### src/rtl/pack_sat_alu_pkg.sv
package pack_sat_alu_pkg;

  typedef enum logic [4:0] {
    OP_ADD2    = 5'd0,
    OP_SUB2    = 5'd1,
    OP_SADD    = 5'd2,
    OP_SSUB    = 5'd3,
    OP_SHRA    = 5'd4,
    OP_SHRL    = 5'd5,
    OP_SSHL    = 5'd6,
    OP_LMATCH  = 5'd7,
    OP_NORM    = 5'd8,
    OP_CMPEQ   = 5'd9,
    OP_CMPGT   = 5'd10,
    OP_CMPGTU  = 5'd11,
    OP_CMPLT   = 5'd12,
    OP_CMPLTU  = 5'd13,
    OP_FCLR    = 5'd14,
    OP_FSET    = 5'd15,
    OP_CONSTLO = 5'd16,
    OP_CONSTHI = 5'd17
  } opcode_e;

  typedef enum logic [2:0] {
    U_NONE, U_PACK, U_SAT, U_SHIFT, U_SCAN, U_CMP, U_FIELD, U_CONST
  } unit_e;

  typedef enum logic [2:0] {
    C_EQ, C_GT, C_GTU, C_LT, C_LTU
  } cmp_e;

  typedef struct packed {
    unit_e unit;
    logic  sub;       // subtract instead of add
    logic  shArith;   // right shift fills with sign
    logic  shLeft;    // saturating left shift
    logic  scanNorm;  // scanner counts sign bits
    cmp_e  cmpSel;
    logic  fieldSet;  // set instead of clear
    logic  constHi;   // insert upper half
  } ctrl_t;

endpackage

### src/rtl/pack_sat_alu_ctrl.sv
module pack_sat_alu_ctrl
  import pack_sat_alu_pkg::*;
(
  input  logic [4:0] opIn,
  output ctrl_t      ctl
);

  always_comb begin
    ctl = '{unit: U_NONE, sub: 1'b0, shArith: 1'b0, shLeft: 1'b0,
            scanNorm: 1'b0, cmpSel: C_EQ, fieldSet: 1'b0, constHi: 1'b0};
    case (opIn)
      OP_ADD2:    ctl.unit = U_PACK;
      OP_SUB2:    begin ctl.unit = U_PACK;  ctl.sub = 1'b1; end
      OP_SADD:    ctl.unit = U_SAT;
      OP_SSUB:    begin ctl.unit = U_SAT;   ctl.sub = 1'b1; end
      OP_SHRA:    begin ctl.unit = U_SHIFT; ctl.shArith = 1'b1; end
      OP_SHRL:    ctl.unit = U_SHIFT;
      OP_SSHL:    begin ctl.unit = U_SHIFT; ctl.shLeft = 1'b1; end
      OP_LMATCH:  ctl.unit = U_SCAN;
      OP_NORM:    begin ctl.unit = U_SCAN;  ctl.scanNorm = 1'b1; end
      OP_CMPEQ:   begin ctl.unit = U_CMP;   ctl.cmpSel = C_EQ;  end
      OP_CMPGT:   begin ctl.unit = U_CMP;   ctl.cmpSel = C_GT;  end
      OP_CMPGTU:  begin ctl.unit = U_CMP;   ctl.cmpSel = C_GTU; end
      OP_CMPLT:   begin ctl.unit = U_CMP;   ctl.cmpSel = C_LT;  end
      OP_CMPLTU:  begin ctl.unit = U_CMP;   ctl.cmpSel = C_LTU; end
      OP_FCLR:    ctl.unit = U_FIELD;
      OP_FSET:    begin ctl.unit = U_FIELD; ctl.fieldSet = 1'b1; end
      OP_CONSTLO: ctl.unit = U_CONST;
      OP_CONSTHI: begin ctl.unit = U_CONST; ctl.constHi = 1'b1; end
      default:    ctl.unit = U_NONE;
    endcase
  end

endmodule

### src/rtl/pack_sat_alu_scan.sv
module pack_sat_alu_scan #(
  parameter int W = 32,
  localparam int IDX_W = $clog2(W)
) (
  input  logic [W-1:0]     vec,
  input  logic             target,
  output logic             hit,
  output logic [IDX_W-1:0] idx
);

  // The highest matching position wins because the loop runs upward.
  always_comb begin
    hit = 1'b0;
    idx = '0;
    for (int i = 0; i < W; i++) begin
      if (vec[i] == target) begin
        hit = 1'b1;
        idx = IDX_W'(i);
      end
    end
  end

endmodule

### src/rtl/pack_sat_alu_dp.sv
module pack_sat_alu_dp
  import pack_sat_alu_pkg::*;
#(
  parameter int DATA_W = 32,
  localparam int HALF_W  = DATA_W / 2,
  localparam int SHAMT_W = $clog2(DATA_W) + 1,
  localparam int POS_W   = $clog2(DATA_W),
  localparam int LANES   = 2
) (
  input  logic              clk,
  input  logic              rstN,
  input  ctrl_t             ctl,
  input  logic [DATA_W-1:0] src1,
  input  logic [DATA_W-1:0] src2,
  input  logic [HALF_W-1:0] imm,
  input  logic [DATA_W-1:0] dstIn,
  output logic [DATA_W-1:0] result,
  output logic              satFlag
);

  localparam logic [DATA_W-1:0] MAX_POS = {1'b0, {(DATA_W-1){1'b1}}};
  localparam logic [DATA_W-1:0] MIN_NEG = {1'b1, {(DATA_W-1){1'b0}}};

  // Halfword pair arithmetic: each lane is carry-isolated
  logic [DATA_W-1:0] packRes;
  for (genvar l = 0; l < LANES; l++) begin : g_lane
    logic [HALF_W-1:0] laneA, laneB;
    assign laneA = src1[l*HALF_W +: HALF_W];
    assign laneB = src2[l*HALF_W +: HALF_W];
    assign packRes[l*HALF_W +: HALF_W] = ctl.sub ? laneA - laneB : laneA + laneB;
  end

  // Saturating add/sub with one guard bit
  logic signed [DATA_W:0] wideA, wideB, wideSum;
  logic                   satClip;
  logic [DATA_W-1:0]      satRes;
  assign wideA   = {src1[DATA_W-1], src1};
  assign wideB   = {src2[DATA_W-1], src2};
  assign wideSum = ctl.sub ? wideA - wideB : wideA + wideB;
  assign satClip = wideSum[DATA_W] != wideSum[DATA_W-1];
  assign satRes  = satClip ? (wideSum[DATA_W] ? MIN_NEG : MAX_POS) : wideSum[DATA_W-1:0];

  // Shifts, count from the low bits of src1
  logic [SHAMT_W-1:0] shAmt;
  logic [DATA_W-1:0]  asrRes, lsrRes, shlRaw, shlBack, shlRes, shiftRes;
  logic               shlClip;
  assign shAmt   = src1[SHAMT_W-1:0];
  assign asrRes  = $signed(src2) >>> shAmt;
  assign lsrRes  = src2 >> shAmt;
  assign shlRaw  = src2 << shAmt;
  assign shlBack = $signed(shlRaw) >>> shAmt;
  assign shlClip = shlBack != src2;
  assign shlRes  = shlClip ? (src2[DATA_W-1] ? MIN_NEG : MAX_POS) : shlRaw;
  assign shiftRes = ctl.shLeft ? shlRes : (ctl.shArith ? asrRes : lsrRes);

  // Shared bit scanner: leftmost match, or first bit differing from the sign
  logic             scanTarget, scanHit;
  logic [POS_W-1:0] scanIdx;
  logic [DATA_W-1:0] scanRes;
  assign scanTarget = ctl.scanNorm ? ~src2[DATA_W-1] : src1[0];

  pack_sat_alu_scan #(.W(DATA_W)) u_scan (
    .vec    (src2),
    .target (scanTarget),
    .hit    (scanHit),
    .idx    (scanIdx)
  );

  always_comb begin
    if (ctl.scanNorm)
      scanRes = scanHit ? DATA_W'(DATA_W - 2) - DATA_W'(scanIdx) : DATA_W'(DATA_W - 1);
    else
      scanRes = scanHit ? DATA_W'(scanIdx) : DATA_W'(DATA_W);
  end

  // Compares to a 0/1 word
  logic cmpBit;
  always_comb begin
    case (ctl.cmpSel)
      C_EQ:    cmpBit = src1 == src2;
      C_GT:    cmpBit = $signed(src1) > $signed(src2);
      C_GTU:   cmpBit = src1 > src2;
      C_LT:    cmpBit = $signed(src1) < $signed(src2);
      C_LTU:   cmpBit = src1 < src2;
      default: cmpBit = 1'b0;
    endcase
  end

  // Bit-range clear/set
  logic [POS_W-1:0]  fieldLo, fieldHi;
  logic [DATA_W-1:0] fieldMask, fieldRes;
  assign fieldLo = src2[POS_W-1:0];
  assign fieldHi = src2[2*POS_W-1:POS_W];
  for (genvar b = 0; b < DATA_W; b++) begin : g_mask
    assign fieldMask[b] = (fieldLo <= POS_W'(b)) && (POS_W'(b) <= fieldHi);
  end
  assign fieldRes = ctl.fieldSet ? (src1 | fieldMask) : (src1 & ~fieldMask);

  // Two-step constant build
  logic [DATA_W-1:0] constRes;
  assign constRes = ctl.constHi ? {imm, dstIn[HALF_W-1:0]}
                                : {{HALF_W{imm[HALF_W-1]}}, imm};

  // Result select and output register
  logic [DATA_W-1:0] nextRes;
  logic              nextFlag;
  always_comb begin
    nextFlag = 1'b0;
    case (ctl.unit)
      U_PACK:  nextRes = packRes;
      U_SAT:   begin nextRes = satRes; nextFlag = satClip; end
      U_SHIFT: begin nextRes = shiftRes; nextFlag = ctl.shLeft & shlClip; end
      U_SCAN:  nextRes = scanRes;
      U_CMP:   nextRes = {{(DATA_W-1){1'b0}}, cmpBit};
      U_FIELD: nextRes = fieldRes;
      U_CONST: nextRes = constRes;
      default: nextRes = '0;
    endcase
  end

  always_ff @(posedge clk) begin
    if (!rstN) begin
      result  <= '0;
      satFlag <= 1'b0;
    end else begin
      result  <= nextRes;
      satFlag <= nextFlag;
    end
  end

endmodule

### src/rtl/pack_sat_alu.sv
module pack_sat_alu
  import pack_sat_alu_pkg::*;
#(
  parameter int DATA_W = 32,
  localparam int HALF_W = DATA_W / 2
) (
  input  logic              clk,
  input  logic              rstN,
  input  logic [4:0]        op,
  input  logic [DATA_W-1:0] src1,
  input  logic [DATA_W-1:0] src2,
  input  logic [HALF_W-1:0] imm,
  input  logic [DATA_W-1:0] dstIn,
  output logic [DATA_W-1:0] result,
  output logic              satFlag
);

  ctrl_t ctl;

  pack_sat_alu_ctrl u_ctrl (
    .opIn (op),
    .ctl  (ctl)
  );

  pack_sat_alu_dp #(.DATA_W(DATA_W)) u_dp (
    .clk     (clk),
    .rstN    (rstN),
    .ctl     (ctl),
    .src1    (src1),
    .src2    (src2),
    .imm     (imm),
    .dstIn   (dstIn),
    .result  (result),
    .satFlag (satFlag)
  );

endmodule

### config.mk
export PLATFORM = sky130hd
export DESIGN_NAME = pack_sat_alu
export DESIGN_NICKNAME = d
export VERILOG_FILES = /design/src/rtl/pack_sat_alu_pkg.sv /design/src/rtl/pack_sat_alu_ctrl.sv /design/src/rtl/pack_sat_alu_scan.sv /design/src/rtl/pack_sat_alu_dp.sv /design/src/rtl/pack_sat_alu.sv
export SDC_FILE = /design/constraint.sdc
export NUM_CORES = 1
export LEC_CHECK = 0
export BUFFER_PORTS_ARGS = -buffer_cell sky130_fd_sc_hd__buf_4
export CORE_UTILIZATION = 35
export CTS_CLUSTER_SIZE = 16
export DETAILED_ROUTE_END_ITERATION = 16
export HOLD_SLACK_MARGIN = 0.03
export PLACE_DENSITY_LB_ADDON = 0.1
export SYNTH_ARGS = -nofsm -noshare
export SYNTH_HDL_FRONTEND = slang
export SYNTH_SLANG_ARGS = --single-unit
export TNS_END_PERCENT = 100
### constraint.sdc
create_clock -name clk -period 26.2 [get_ports clk]
set_input_delay 5.24 -clock clk [delete_from_list [all_inputs] [get_ports clk]]
set_output_delay 5.24 -clock clk [all_outputs]
set_load 0.05 [all_outputs]
---- Yosys cells after proc, flatten, opt, wreduce, memory -nomap -nowiden ----
Cells that the tools add are included.
storage, ports and cells
  input port bits ......................... 119
  flip-flop bits (word level) ............. 33
cells by class
  reduce and logical (&&, ||, !) cells .... 42
  $lt $le $gt $ge ......................... 68
  bitwise operators ....................... 5
  equal/unequal tests ..................... 63
  add/sub/neg operators ................... 7
  multiplexer cells ....................... 89
  shift operators ......................... 4
operators by type and width
  kind                                                  count
  2-to-1 mux 32 bit                                     9
  one-hot mux 32 bit (7 select lines)                   1
  2-to-1 mux 5 bit                                      30
  <= comparator 5 bit (first input constant)            16
  <= comparator 5 bit (second input constant)           16
  greater-than comparator 32 bit                        2
  < comparator 32 bit                                   2
  >>> shifter 32 x 6 -> 32 bit                          2
  equality test 5 x 4 -> 1 bit (second input constant)  8
  <= comparator 4 x 5 -> 1 bit (first input constant)   8
  <= comparator 5 x 4 -> 1 bit (second input constant)  8
  2-to-1 mux 1 bit                                      40
  adder 32 x 32 -> 33 bit                               1
  2-to-1 mux 33 bit                                     1
  subtractor 32 x 32 -> 33 bit                          1
  adder 16 bit                                          2
  AND 32 bit                                            1
  equality test 1 bit                                   32
  equality test 32 bit                                  1
  logical AND 1 bit                                     32
  2-to-1 mux 16 bit                                     2
  != test 32 bit                                        1
  inverter 32 bit                                       1
  OR 32 bit                                             1
  other kinds (31)                                      60

---- Depth between registers and ports, before layout ----
Gate-level depths: netlist of run 1.
  depth in word-level cells ............... 39
  depth in mapped cells ................... 26

---- Modules after synthesis ----
Synthesis of run 1 repeated with hierarchy kept, for this count alone.
unflattened totals
  cells, all modules ...................... 2445
  area, all modules ....................... 16656.0 µm²
by module, submodules not included
  module             area each (µm²)  times used  cells an instance
  pack_sat_alu_dp    15521.1          1           2263
  pack_sat_alu_scan  905.9            1           147
  pack_sat_alu_ctrl  229.0            1           35

---- Least setup slack after synthesis of run 1 ----
Ideal clock, no wire load.
  kind .................................... input to register
  start point ............................. input src1[0]
  end point ............................... register u_dp.result[4]
  setup slack ............................. 14.239 ns
  data arrival time ....................... 11.839 ns
  data required time ...................... 26.078 ns
  stages .................................. 24
  cells stage by stage .................... buf_4 -> buf_4 -> clkinv_1 -> buf_1 -> buf_1 -> clkbuf_1 -> buf_1 -> buf_1 -> ha_1 -> inv_1 -> mux4_2 -> o21ai_0 -> nor3_1 -> mux2_2 -> o21a_1 -> o2111ai_1 -> a21oi_1 -> or4b_2 -> or4_1 -> or4_1 -> buf_6 -> o21ai_4 -> o311ai_1 -> a311o_1
between the ends
  cells in the longest elaborated chain, start to end .. 37
  elaborated cells on any way between the ends .. 118
RTL lines
  item                                                                 RTL line                                        source
  from (decl)                                                          pack_sat_alu.sv:10                              input logic [DATA_W-1:0] src1,
  2-to-1 mux 1 bit                                                     pack_sat_alu_dp.sv:60                           assign scanTarget = ctl.scanNorm ? ~src2[DATA_W-1] : src1[0];
  equality test 1 bit                                                  pack_sat_alu_scan.sv:16                         if (vec[i] == target) begin
  2-to-1 mux 1 bit                                                     pack_sat_alu_scan.sv:16
  2-to-1 mux 5 bit or 2-to-1 mux 1 bit (tied branches) (30 in series)  pack_sat_alu_scan.sv:16
  subtractor 5 x 5 -> 6 bit or 2-to-1 mux 1 bit (tied branches)        pack_sat_alu_dp.sv:71, pack_sat_alu_scan.sv:16
  2-to-1 mux 32 bit or 2-to-1 mux 6 bit (tied branches)                pack_sat_alu_dp.sv:71, pack_sat_alu_dp.sv:73
  2-to-1 mux 32 bit                                                    pack_sat_alu_dp.sv:70                           if (ctl.scanNorm)
  one-hot mux 32 bit (7 select lines) *                                pack_sat_alu_dp.sv:109                          case (ctl.unit)
  to (signal assigned)                                                 pack_sat_alu_dp.sv:126                          result <= nextRes;
  to (decl)                                                            pack_sat_alu_dp.sv:17                           output logic [DATA_W-1:0] result,
Mark *: on every way between the ends. The rest lies on a longest branch, timed or not.
A chain may end at the register's enable or synchronous reset.

---- Worst setup path in the final report of run 1 ----
  start point ............................. input src1[0]
  end point ............................... register u_dp.result[11]
between the ends
  cells in the longest elaborated chain, start to end .. 37
  elaborated cells on any way between the ends .. 117
RTL lines
  item                                                                 RTL line                                        source
  2-to-1 mux 1 bit                                                     pack_sat_alu_dp.sv:60
  equality test 1 bit                                                  pack_sat_alu_scan.sv:16
  2-to-1 mux 1 bit                                                     pack_sat_alu_scan.sv:16
  2-to-1 mux 5 bit or 2-to-1 mux 1 bit (tied branches) (30 in series)  pack_sat_alu_scan.sv:16
  subtractor 5 x 5 -> 6 bit or 2-to-1 mux 1 bit (tied branches)        pack_sat_alu_dp.sv:71, pack_sat_alu_scan.sv:16
  2-to-1 mux 32 bit                                                    pack_sat_alu_dp.sv:71                           scanRes = scanHit ? DATA_W'(DATA_W - 2) - DATA_W'(scanIdx) : DATA_W'(DATA_W - 1);
  2-to-1 mux 32 bit                                                    pack_sat_alu_dp.sv:70
  one-hot mux 32 bit (7 select lines) *                                pack_sat_alu_dp.sv:109
Marks and branches as above.

==> results of run 1 <==
-- cell type report --
type	count	area, um2
Antenna cell	1	2.50
Clock buffer	6	139
Clock inverter	1	7.51
Fill cell	4966	27800
Inverter	93	349
Multi-Input combinational cell	2112	14600
Sequential cell	33	661
Tap cell	600	751
Timing Repair Buffer	195	1470
-- worst min-delay path by stage --
stage,startpoint,endpoint,slack [ns],cells past startpoint
2_1_floorplan,rstN,u_dp.satFlag,5.37,1
3_3_place_gp,rstN,u_dp.satFlag,5.52,2
3_5_place_dp,rstN,u_dp.satFlag,5.53,2
6_report,rstN,u_dp.satFlag,5.25,2
5_1_grt,rstN,u_dp.satFlag,5.27,2
4_1_cts,rstN,u_dp.satFlag,5.24,2
-- layer usage --
| layer | wire length, um | track usage, % | up-vias |
|---|---|---|---|
| met2 | 43800 | 63.2 | 1877 |
| met3 | 14700 | 11.3 | 366 |
| met1 | 44400 | 60.7 | 10600 |
| li1 | - | - | 9330 |
| met5 | 63 | 0 | - |
| met4 | 7290 | 23.6 | 10 |
-- registers in the layout (all words and copies together) (netlist names) --
register / count
u_dp.result: 32
u_dp.satFlag: 1
-- worst max-delay path: stages --
cell	delay, ns
buf_6	0.31
buf_4	0.65
buf_4	0.72
mux2i_1	0.50
mux4_2	0.39
nor2_1	0.09
a2111oi_2	1.02
a211oi_1	0.30
o21ai_1	0.29
a21oi_1	0.09
o21bai_1	0.17
or4b_2	0.74
or4_1	0.57
or4_1	0.73
nor3_4	0.75
a221oi_1	0.21
a31oi_1	0.47
-- cell families after synthesis --
logic type,synth area share [%]
compound gates,36.7
simple gates,23.7
buf+inv,7.51
mux,15.4
fa+ha+maj,8.19
xor+xnor,4.54
flops,4.03
-- through the flow --
step | hold WS [ns] | utilization (%) | setup slack [ns]
after floorplan | 5.37 | - | 14.24
after global placement | 5.52 | 38.9 | 13.13
after detailed placement | 5.53 | 38.9 | 13.17
after CTS | 5.24 | 39.2 | 13.43
after global routing | 5.27 | 39.2 | 12.94
final | 5.25 | 39.2 | 13.06
-- cell usage in the layout, fill, tap and decap left out, types with 15 or more instances in the layout --
cell type  Yosys  routed
xnor2_1       69      68
a211oi_1      39      39
a211o_1       19      19
inv_1         86      86
a21o_1        23      23
xor2_1        16      16
ha_1         101     101
nand2_1      224     223
or3_1         19      19
o31ai_1       24      24
o211ai_1      28      28
a21oi_1      235     235
o221ai_1      18      18
nor2b_1       28      28
buf_4          6     194
o21ai_0      173     172
dfxtp_1       33      33
o22ai_1       63      63
mux2i_1      120     120
mux4_2        43      43
a31oi_1       46      46
nand2b_1      28      28
o2111ai_1     15      15
nand4_1       31      31
nand3_1       60      60
a22oi_1       17      17
nor3_1        94      93
mux2_2        30      30
nor4_1        25      24
nor2_1       231     230
-- power groups by stage --
stage	clock [uW]	sequential [uW]	combinational [uW]
2_1_floorplan	0	61.2	246
3_3_place_gp	0	53.9	416
3_5_place_dp	0	54.0	416
4_1_cts	57.8	53.0	418
5_1_grt	59.2	53.1	452
6_report	57.0	53.0	440
-- cells in the mapped netlist, types with 13 or more instances --
| library cell | number | area share [%] |
|---|---|---|
| clkbuf_1 | 174 | 4.0 |
| o31ai_1 | 24 | 1.1 |
| a31oi_1 | 46 | 1.8 |
| and2_1 | 14 | 0.53 |
| o2111ai_1 | 15 | 0.80 |
| nand4_1 | 31 | 1.2 |
| nand2b_1 | 28 | 1.1 |
| o221ai_1 | 18 | 0.96 |
| o21a_1 | 14 | 0.64 |
| or3_1 | 19 | 0.72 |
| xor2_1 | 16 | 0.85 |
| a22oi_1 | 17 | 0.78 |
| nor2_1 | 231 | 5.3 |
| mux2i_1 | 120 | 7.3 |
| o211ai_1 | 28 | 1.3 |
| o21ai_0 | 173 | 5.3 |
| mux2_2 | 30 | 2.1 |
| nor3_1 | 94 | 2.9 |
| a221oi_1 | 13 | 0.69 |
| nor2b_1 | 28 | 1.1 |
| inv_1 | 86 | 2.0 |
| or2_2 | 14 | 0.53 |
| nand2_1 | 224 | 5.1 |
| a21oi_1 | 235 | 7.2 |
| a21o_1 | 23 | 1.1 |
| nor4_1 | 25 | 0.95 |
| buf_1 | 30 | 0.69 |
| dfxtp_1 | 33 | 4.0 |
| nand3_1 | 60 | 1.8 |
| ha_1 | 101 | 7.7 |
| xnor2_1 | 69 | 3.7 |
| a21boi_0 | 14 | 0.64 |
| a211o_1 | 19 | 1.0 |
| a211oi_1 | 39 | 1.8 |
| o22ai_1 | 63 | 2.4 |
| mux4_2 | 43 | 5.9 |
==> summary.txt, run 1 <==
Cells and area
  • Layout Cells excl Fill: 3041
  • Area growth, synth to finish: 9.34%
  • Finished Cell Area: 17900 um2
  • Fin nets: 2664
  • Layout cells sized above 1: 13.3%

Global route
  • GRT Resource Usage Total: 44.5%
  • Total grt overflow: 0
  • Initial antenna violation count: 9
  • Vias in the first global route: 19900
  • Largest net degree at the start of global routing: 67
  • First-pass GRT wire length: 152000 um

Setup path
  • Crit. Startpoint: src1[0]
  • CP Class: in2reg
  • WP data required: 26.32 ns
  • CP max FO: 58
  • Worst Setup EP: u_dp.result[11]
  • Worst setup EP type: flip-flop
  • Worst path arrival time: 13.25 ns
  • CP startpoint kind: primary input

Power and ir drop
  • Final Power: 550 uW
  • Clk network pwr share: 10.4%
  • Reg power frac: 9.6%
  • Combinational group share of total power: 80.0%
  • P_int: 226 uW
  • Leak: 0.00700 uW
  • Worst VDD drop: 0.0356 mV
  • Sw frac: 58.9%
  • Psw: 324 uW
  • Pwr Density: 30.6 nW/um2

Route
  • Post-route ant nets: 0
  • DRT Pass-1 Iters: 6
  • Vias per cell: 7.30
  • Wire length per cell: 36.3 um
  • Initial DRC count: 3664
  • Routed via count: 22200
  • Drc violations: 0
  • DRT Wirelength: 110000 um

Placement
  • Placement-stage cell area: 17800 um2
  • I/O Buffers: 135
  • Placer Congestion: 1.04
  • Total placed cells including tap cells: 3033
  • DP HPWL: 83100 um

CTS
  • Max clock buf depth: 2
  • CTS tree: built
  • Postcts setup bufs: 0
  • Hold-fix buffers at CTS: 0
  • Clock sink count: 33
  • Post_cts resized: 0
  • Clock transition at path regs: 0.05 ns
  • CTS Root Cell: clkbuf_16
  • Num CTS Buffers: 5
  • CTS H-tree lvls: 2

Die
  • Core footprint: 45800 um2
  • Io pins: 152
  • Die footprint: 47800 um2
  • Rows: 78
  • Starting density of the core: 35.8%
  • Die Width: 219 um
  • Die height: 219 um

STA
  • Worst-margin pin slew: 1.46 ns
  • Minimum clock period: 13.14 ns
  • Final Max Tran Viols: 0
  • RSZ-0062 raised after global routing: false
  • Slew HR: 2.21%
  • Final worst path period share: 50.1%
  • Setup TNS: 0 ns
  • Final hold violations: 0
  • Fmax: 76.1 MHz
  • Final setup vio count: 0

Synth
  • Unique masters post-synth: 91
  • Synthesized Nets: 2684
  • Post-synth EDFFs: 0
  • Main synth FF type: dfxtp_1
  • Asr flop ratio synth: 0%
  • Yosys reg bits: 33
  • Seq/Total Area, Yosys: 4.03%
  • Synth Instances: 2460
  • Yosys warns: 0
  • Mapped Area: 16400 um2
  • Synthesized area per cell: 6.67 um2

Run
  • Max-Cap Viols: 0

Status
  • Status: finished, final reports clean

Hold path
  • Hold WC Path Type: in2reg
Power figures use the tool's default switching activity.
==> run 2, diff against run 1 <==
- clock period: 26.2 -> 13.5 ns (I/O delays scaled with it)
==> run 2 against run 1 <==
Critical path depth shrank 1; combinational power grew 95%; sequential power grew 94%; sequential cell count is the same; sequential share of layout area is essentially flat; final cell count is essentially flat; critical path type unchanged; critical endpoint is now u_dp.result[18]; highest routed layer unchanged.
==> summary.txt, run 2 (synthesized netlist as in run 1, its figures left out) <==
Cells and area
  • Sequential cell area: 661 um2 (unchanged)
  • Multi-input gate area: 14600 um2 (about the same)
  • Fin nets: 2663 (-0.038%)
  • Max FFs per register: 32 (unchanged)
  • Commonest non-fill, non-tap cell in the layout: a21oi_1
  • Layout cells sized above 1: 13.3% (-0.036 points)
  • Most frequent cells in the layout: a21oi_1, nor2_1, nand2_1
  • Layout Cells excl Fill: 3043 (+0.066%)
  • Largest Register: u_dp.result
  • Area growth, synth to finish: 9.40% (about the same)
  • Largest regs: u_dp.result (32), u_dp.satFlag (1)
  • Finished Cell Area: 18000 um2 (about the same)
  • # fillers: 4983 (+0.34%)

Route
  • Drc violations: 0 (unchanged)
  • DRT Wirelength: 109000 um (-1.5%)
  • Routed via count: 22100 (-0.63%)
  • DRT Pass-1 Iters: 8 (+2)
  • Initial DRC count: 3439 (-6.1%)
  • Wire length per cell: 35.7 um (-1.6%)
  • Post-route ant nets: 0 (unchanged)
  • Vias per cell: 7.25 (-0.70%)

CTS
  • CTS H-tree lvls: 2 (unchanged)
  • CTS Root Cell: clkbuf_16
  • Clock sink count: 33 (unchanged)
  • Hold-fix buffers at CTS: 0 (unchanged)
  • Postcts setup bufs: 0 (unchanged)
  • Max clock buf depth: 2 (unchanged)
  • Post_cts resized: 0 (unchanged)
  • CTS tree: built
  • Clock transition at path regs: 0.05 ns (about the same)
  • Num CTS Buffers: 5 (unchanged)

Die
  • Die footprint: 47800 um2 (unchanged)
  • Rows: 78 (unchanged)
  • Core footprint: 45800 um2 (unchanged)
  • Die Width: 219 um (unchanged)
  • Die height: 219 um (unchanged)
  • Starting density of the core: 35.8% (unchanged)
  • Io pins: 152 (unchanged)

Run
  • Max-Cap Viols: 0 (unchanged)

STA
  • Final Max Tran Viols: 0 (unchanged)
  • Worst-margin pin slew: 1.32 ns (-0.138 ns)
  • Fmax: 96.2 MHz
  • Setup TNS: 0 ns (unchanged)
  • Final worst path period share: 77.0%
  • Minimum clock period: 10.40 ns
  • Final setup vio count: 0 (unchanged)
  • Hold slack: 2.68 ns (-2.57 ns)
  • Final hold violations: 0 (unchanged)
  • Slew HR: 11.9% (+9.7 points)
  • RSZ-0062 raised after global routing: false

Hold path
  • Hold-critical path depth: 2 (unchanged)
  • Hold EP: u_dp.satFlag
  • Hold_sp: rstN
  • Hold WC Path Type: in2reg

Global route
  • Vias in the first global route: 19800 (-0.48%)
  • Total grt overflow: 0 (unchanged)
  • GRT Resource Usage Total: 44.1% (-0.40 points)
  • First-pass GRT wire length: 151000 um (-0.60%)
  • Largest net degree at the start of global routing: 68 (+1.5%)
  • Initial antenna violation count: 10 (+1)

Power and ir drop
  • Final Power: 1090 uW (+97%)
  • Pwr Density: 60.5 nW/um2 (+97%)
  • Worst VDD drop: 0.0681 mV (+91%)
  • Leak: 0.00701 uW (about the same)

Placement
  • DP HPWL: 82000 um (-1.3%)
  • Placement-stage cell area: 17800 um2 (about the same)
  • Placer Congestion: 1.05 (+1.5%)
  • I/O Buffers: 135 (unchanged)
  • Total placed cells including tap cells: 3032 (-0.033%)

Status
  • Status: finished, final reports clean

Setup path
  • CP max FO: 48 (-17%)
  • CP Class: in2reg
  • Worst path arrival time: 10.54 ns (-2.71 ns)
  • WP data required: 13.65 ns (-12.67 ns)
  • CP startpoint kind: primary input
  • Worst setup EP type: flip-flop
==> run 2: changes by cell type in the layout (fill, tap and decap cells not counted), sizes merged <==
cell,previous run,this run
buf,195,194
bufinv,0,1
clkbuf,6,5
clkinv,5,6
clkinvlp,1,0
diode,1,4
==> run 2: worst max path at each step <==
| stage | cells after the start | endpoint | slack, ns | startpoint |
|---|---|---|---|---|
| floorplan | 24 | u_dp.result[4] | 4.08 | src1[0] |
| global placement | 17 | u_dp.result[18] | 3.30 | src1[2] |
| detailed placement | 17 | u_dp.result[18] | 3.25 | src1[2] |
| CTS | 17 | u_dp.result[18] | 3.53 | src1[2] |
| global route | 17 | u_dp.result[18] | 3.04 | src1[2] |
| finish | 16 | u_dp.result[18] | 3.10 | src1[1] |
==> run 2: final cells by class <==
class                      instances  share of cell area [%]
inverter                          93                    1.94
timing repair buffer             194                    8.13
sequential                        33                    3.68
clock inverter                     2                   0.195
tap                              600                    4.18
antenna                            4                  0.0558
clock buffer                       5                   0.697
multi-input combinational       2112                    81.1
==> run 2: routing by layer <==
metal  track usage [%]  part of all wire (%)
met1              59.7                    41
met2              62.8                    40
met3              11.6                    13
met4              23.8                   6.7
met5                 0                 0.065
==> run 2: metrics by stage <==
step | setup slack (ns) | utilization [%]
after floorplan | 4.08 | -
after global placement | 3.30 | 38.8
after detailed placement | 3.25 | 38.8
after CTS | 3.53 | 39.2
after global routing | 3.04 | 39.2
final | 3.10 | 39.2
==> run 2: power by group <==
group	switching, uW	total, uW	internal [uW]	leakage [uW]
registers	1.16	103	102	0.000268
logic	593	858	265	0.00666
clock network	39.0	125	85.5	0.0000797
==> run 2: critical path, cell delays in order <==
cell       delay (ns)
buf_4            0.51
buf_4            0.46
nor2b_1          0.23
a22oi_1          0.52
nand2_1          0.35
a2111oi_2        1.05
o22ai_1          0.23
a31oi_1          0.53
o221ai_1         0.22
xnor2_1          0.17
a2111o_1         0.40
or4_1            0.60
nor4_1           0.58
nand2_1          0.55
a21oi_1          1.08
o2bb2ai_1        0.31
